$ cat config.mk
export PLATFORM = sky130hd
export DESIGN_NAME = i2s_slave_tx
export DESIGN_NICKNAME = d
export VERILOG_FILES = /design/src/rtl/i2s_tx_pkg.sv /design/src/rtl/i2s_lr_sync.sv /design/src/rtl/i2s_bit_timer.sv /design/src/rtl/i2s_pair_hold.sv /design/src/rtl/i2s_slave_tx.sv
export SDC_FILE = /design/constraint.sdc
export NUM_CORES = 1
export LEC_CHECK = 0
export CAP_MARGIN = 0
export CORE_UTILIZATION = 35
export CTS_CLUSTER_DIAMETER = 100
export DETAILED_ROUTE_END_ITERATION = 7
export PLACE_DENSITY = 0.63
export SLEW_MARGIN = 20
export SYNTH_ARGS = -nofsm -noshare
export SYNTH_HDL_FRONTEND = slang
export SYNTH_SLANG_ARGS = --single-unit
$ cat constraint.sdc
create_clock -name mclk -period 8.7 [get_ports mclk]
set_input_delay 1.74 -clock mclk [delete_from_list [all_inputs] [get_ports mclk]]
set_output_delay 1.74 -clock mclk [all_outputs]
set_load 0.01 [all_outputs]
$ cat src/rtl/i2s_tx_pkg.sv
package i2s_tx_pkg;

  // Master-clock cycles per bit slot for a given ratio select.
  function automatic int slot_cycles(input logic sel, input int wide, input int narrow);
    return sel ? narrow : wide;
  endfunction

endpackage

$ cat src/rtl/i2s_lr_sync.sv
module i2s_lr_sync #(
  parameter int SYNC_N = 2
) (
  input  logic clk,
  input  logic rst_n,
  input  logic lr_in,
  output logic lr_level,
  output logic lr_edge
);
  logic [SYNC_N:0] lr_pipe;

  always_ff @(posedge clk or negedge rst_n) begin
    if (!rst_n) lr_pipe <= '0;
    else        lr_pipe <= {lr_pipe[SYNC_N-1:0], lr_in};
  end

  assign lr_level = lr_pipe[SYNC_N-1];
  assign lr_edge  = lr_pipe[SYNC_N-1] ^ lr_pipe[SYNC_N];
endmodule

$ cat src/rtl/i2s_bit_timer.sv
module i2s_bit_timer #(
  parameter int SLOT_N = 32,
  parameter int DIV_W  = 2,
  localparam int SLOT_W = $clog2(SLOT_N)
) (
  input  logic              clk,
  input  logic              rst_n,
  input  logic              restart,
  input  logic [DIV_W-1:0]  div_max,
  output logic [DIV_W-1:0]  div_q,
  output logic [SLOT_W-1:0] slot_q,
  output logic [SLOT_W-1:0] slot_next,
  output logic              bit_tick
);
  logic [DIV_W-1:0] div_next;
  logic             wrap;

  always_comb begin
    wrap     = (div_q >= div_max);
    bit_tick = wrap && !restart;
    if (restart) begin
      div_next  = '0;
      slot_next = '0;
    end else begin
      div_next  = wrap ? '0 : div_q + DIV_W'(1);
      slot_next = (wrap && slot_q != SLOT_W'(SLOT_N - 1)) ? slot_q + SLOT_W'(1) : slot_q;
    end
  end

  always_ff @(posedge clk or negedge rst_n) begin
    if (!rst_n) begin
      div_q  <= '0;
      slot_q <= '0;
    end else begin
      div_q  <= div_next;
      slot_q <= slot_next;
    end
  end
endmodule

$ cat src/rtl/i2s_pair_hold.sv
module i2s_pair_hold #(
  parameter int WORD_W = 24
) (
  input  logic              clk,
  input  logic              rst_n,
  input  logic              valid,
  input  logic [WORD_W-1:0] in_l,
  input  logic [WORD_W-1:0] in_r,
  input  logic              load,
  output logic [WORD_W-1:0] hold_l,
  output logic [WORD_W-1:0] hold_r
);
  logic [WORD_W-1:0] pend_l, pend_r;

  always_ff @(posedge clk or negedge rst_n) begin
    if (!rst_n) begin
      pend_l <= '0;
      pend_r <= '0;
      hold_l <= '0;
      hold_r <= '0;
    end else begin
      if (valid) begin
        pend_l <= in_l;
        pend_r <= in_r;
      end
      if (load) begin
        hold_l <= valid ? in_l : pend_l;
        hold_r <= valid ? in_r : pend_r;
      end
    end
  end
endmodule

$ cat src/rtl/i2s_slave_tx.sv
module i2s_slave_tx #(
  parameter int WORD_W     = 24,
  parameter int SLOT_N     = 32,
  parameter int DIV_WIDE   = 4,
  parameter int DIV_NARROW = 2,
  parameter int SYNC_N     = 2
) (
  input  logic              mclk,
  input  logic              rst_n,
  input  logic              lrclk,
  input  logic              ratio_sel,
  input  logic              smp_valid,
  input  logic [WORD_W-1:0] smp_left,
  input  logic [WORD_W-1:0] smp_right,
  output logic              sdata
);
  localparam int SLOT_W = $clog2(SLOT_N);
  localparam int DIV_W  = (DIV_WIDE > 1) ? $clog2(DIV_WIDE) : 1;

  // Bit carried by a slot: zero lead slot, word MSB-first, zero tail.
  function automatic logic slot_bit(input logic [WORD_W-1:0] w, input logic [SLOT_W-1:0] s);
    int k;
    k = int'(s);
    if (k >= 1 && k <= WORD_W) return w[WORD_W-k];
    return 1'b0;
  endfunction

  logic              lr_level, lr_edge, lr_fall;
  logic [DIV_W-1:0]  div_max, div_q;
  logic [SLOT_W-1:0] slot_q, slot_next;
  logic              bit_tick;
  logic [WORD_W-1:0] hold_l, hold_r;
  logic              chan_q, chan_next;
  logic              locked_q, locked_next;
  logic              sdata_q;

  assign div_max = DIV_W'(i2s_tx_pkg::slot_cycles(ratio_sel, DIV_WIDE, DIV_NARROW) - 1);
  assign lr_fall = lr_edge && !lr_level;

  i2s_lr_sync #(.SYNC_N(SYNC_N)) u_sync (
    .clk(mclk), .rst_n(rst_n), .lr_in(lrclk),
    .lr_level(lr_level), .lr_edge(lr_edge)
  );

  i2s_bit_timer #(.SLOT_N(SLOT_N), .DIV_W(DIV_W)) u_timer (
    .clk(mclk), .rst_n(rst_n), .restart(lr_edge), .div_max(div_max),
    .div_q(div_q), .slot_q(slot_q), .slot_next(slot_next), .bit_tick(bit_tick)
  );

  i2s_pair_hold #(.WORD_W(WORD_W)) u_hold (
    .clk(mclk), .rst_n(rst_n), .valid(smp_valid), .in_l(smp_left), .in_r(smp_right),
    .load(lr_fall), .hold_l(hold_l), .hold_r(hold_r)
  );

  always_comb begin
    chan_next   = lr_edge ? lr_level : chan_q;
    locked_next = locked_q | lr_edge;
  end

  always_ff @(posedge mclk or negedge rst_n) begin
    if (!rst_n) begin
      chan_q   <= 1'b0;
      locked_q <= 1'b0;
      sdata_q  <= 1'b0;
    end else begin
      chan_q   <= chan_next;
      locked_q <= locked_next;
      sdata_q  <= locked_next && slot_bit(chan_next ? hold_r : hold_l, slot_next);
    end
  end

  assign sdata = sdata_q;
endmodule

==> flow_summary.ini <==
[route]
drt_iter0_markers = 127
routedWlPerCell_um = 15.1
routed_wl_mm = 8.24
vias = 2633
ant_nets = 0
viasPerCell = 4.83
drc_errors = 0
dr.pass1.iters = 4

[hold_path]
whs_path_depth = 0
hp-class = flop to flop
hold_end = u_sync.lr_pipe[1]
worstHoldStart = u_sync.lr_pipe[0]

[global_routing]
grt_pass1_wl_mm = 14.2
grt_max_degree = 86
antenna_found_initial = 0
track_usage_pct = 12.7
grt_pass1_vias = 2816
grt_overflow = 0

[worst_setup_path]
r2r-start = u_timer.slot_q[0]
crit_required_ns = 8.92
cp_max_fo = 13
cp-end-kind = flop
cp-start-kind = primary input
crit_path_cell_trace = clkdlybuf4s50_1 > ha_1 > a21oi_2 > o21ai_0 > a21oi_2 > ha_1 > mux4_1 > mux2_2 > or3_1 > o311ai_1 > o22ai_1
crit_path_top_delay_cell = a21oi_2
worstSetupPathType = primary input to flop
rr_endpoint = sdata
rr_worst_depth = 11
r2r_slack_ns = 4.68
crit_arrival_ns = 5.26
max_stage_delay_ns = 0.68

[placement]
gp_congestion = 0.786
dpl.hpwl_mm = 5.58
dp_cells = 529
port_buffers = 53
dpl_cell_area_um2 = 5420

[die]
start_util_pct = 35.9
ios = 54
dieArea_um2 = 14000
std_cell_rows = 42
die_w_um = 118
core_area_um2 = 13200
die_h_um = 118

[sta]
relSlewSlack_pct = 45.6
period_needed_ns = 5.04
fin_skew_ns = 0.00928
drv_slew = 0
tightestPinTransition_ns = 0.816
fin_setup_tns_ns = 0
max_clock_freq_mhz = 198
setup_viol = 0
finalHoldViolCount = 0
rsz0062_at_grt = no
period_share_pct = 57.9

[synthesis]
seq_area_frac_synth_pct = 57.7
yosysUniqueCellTypes = 38
syn_area_um2 = 4730
syn_inst = 313
yosysWarnings = 0
synth.avg_cell_area_um2 = 15.1
ys_ff_latch = 109
synth_nets = 372

[final_layout]
fin_util_pct = 43.5
final_area_um2 = 5740
instances_no_fill = 545
diodes = 0
drive_gt1_share_pct = 34.4
syn_to_final_growth_pct = 21.4
fin_nets = 423

[clock_tree]
cts-root-buf = clkbuf_16
cts-resized-gates = 0
htreeDepth = 3
clock_path_buffers = 2
post_cts_buffers = 0
clk_pin_slew_worst_paths_ns = 0.08
ctsHoldBuffers = 0
cts.sinks = 109
cts_buffers = 9
clkLatencyLatePin_ns = 0.34
cts_tree = built

[power]
powerDensity_nw_per_um2 = 223
ir_drop_mv = 0.113
p_leak_uw = 0.00241

[status]
status = finished clean

[run]
cap_violations = 0
==> worst max-delay path: cells and delay by family <==
kind | cells | cell delay [ns]
and+or+nand+nor | 1 | 0.31
adders and majority gates | 2 | 0.87
buffers and inverters | 1 | 0.40
muxes | 2 | 0.62
AOI/OAI and AO/OA | 5 | 1.31
==> Yosys cell counts <==
master / count / area (um2)
dfrtp_1: 109 / 2730
mux2_2: 99 / 1110
mux2i_1: 15 / 150
clkbuf_1: 10 / 37.5
ha_1: 6 / 75.1
inv_1: 6 / 22.5
mux4_1: 5 / 131
nor2_1: 5 / 18.8
a21oi_1: 4 / 20.0
nand2_1: 4 / 15.0
nand2b_1: 4 / 25.0
o21ai_0: 4 / 20.0
a21o_1: 3 / 22.5
and3_1: 3 / 18.8
mux4_2: 3 / 67.6
nand3_1: 3 / 15.0
or3_1: 3 / 18.8
a21oi_2: 2 / 17.5
a31oi_1: 2 / 12.5
buf_6: 2 / 22.5
nor2b_1: 2 / 12.5
nor3_1: 2 / 10.0
or2b_1: 2 / 15.0
a211o_1: 1 / 8.76
a211oi_1: 1 / 7.51
a221oi_2: 1 / 15.0
buf_1: 1 / 3.75
buf_2: 1 / 5.00
bufinv_8: 1 / 17.5
mux2_1: 1 / 11.3
mux2i_2: 1 / 13.8
nand4_1: 1 / 6.26
nand4b_1: 1 / 8.76
nor4b_1: 1 / 8.76
o22ai_1: 1 / 6.26
o311a_1: 1 / 10.0
o311ai_1: 1 / 8.76
xnor2_1: 1 / 8.76
==> kinds of logic (layout without fill, tap and decap cells) <==
logic type               Yosys count  in the layout  share of synthesized area (%)
adder cells (fa/ha/maj)            6              6                           1.59
XOR/XNOR                           1              1                          0.185
AO/OA/AOI/OAI                     21             21                           3.15
AND/OR/NAND/NOR                   31             31                           3.65
flip-flops                       109            109                           57.7
multiplexers                     124            124                           31.5
buffers and inverters             21             77                           2.30
==> layout by cell type, fill, tap and decap left out, types with 5 or more instances in the layout <==
master / count
clkbuf_16: 9
mux2_2: 99
clkdlybuf4s50_1: 51
mux4_1: 5
ha_1: 5
nor2_1: 5
mux2i_1: 15
dfrtp_1: 109
inv_1: 6
==> per-stage QoR <==
step,setup WS (ns),total power (uW),hold WS (ns)
final,3.66,1280,0.351
after floorplan,4.40,789,0.331
after CTS,3.61,1290,0.353
after detailed placement,3.26,867,0.336
after global routing,3.36,1350,0.358
after global placement,3.40,860,0.340
==> how the worst max path moves through the flow <==
stage	from	end	slack, ns	cells past startpoint
floorplan	ratio_sel	sdata	4.40	11
global placement	ratio_sel	sdata	3.40	11
detailed placement	ratio_sel	sdata	3.26	11
CTS	ratio_sel	sdata	3.61	11
global route	ratio_sel	sdata	3.36	11
finish	ratio_sel	sdata	3.66	11
==> state kept, by name (all words and copies together) (netlist names) <==
signal and cells:
u_hold.pend_r 24, u_sync.lr_pipe 3, sdata 1, u_hold.pend_l 24
u_timer.div_q 2, u_hold.hold_r 24, u_timer.slot_q 5, chan_q 1
locked_q 1, u_hold.hold_l 24
==> final cells by class <==
type | instances | area [um2]
clock buffers | 9 | 225
clock inverters | 7 | 85.1
fillers | 1168 | 7450
inverters | 7 | 40.0
multi-input cells | 183 | 1910
flip-flops and latches | 109 | 2730
well taps | 176 | 220
repair buffers | 54 | 537
==> report_power, final <==
group | leakage [uW] | total, uW | switching, uW | internal, uW
combinational | 0.000961 | 244 | 100 | 144
clock | 0.000153 | 423 | 193 | 230
sequential | 0.00129 | 611 | 33.5 | 577
total | 0.00241 | 1280 | 327 | 951
==> per-layer routing <==
layer / vias up / part of all wire (%) / global-route usage, % / routed length, um
met5: - / 0 / 0 / 0
met4: 0 / 1.3 / 4.57 / 108
met3: 13 / 3.8 / 2.56 / 313
met2: 59 / 47 / 19.9 / 3850
met1: 1320 / 48 / 17.6 / 3970
li1: 1241 / - / - / -
No activity file was read; power rests on OpenSTA's default activity.
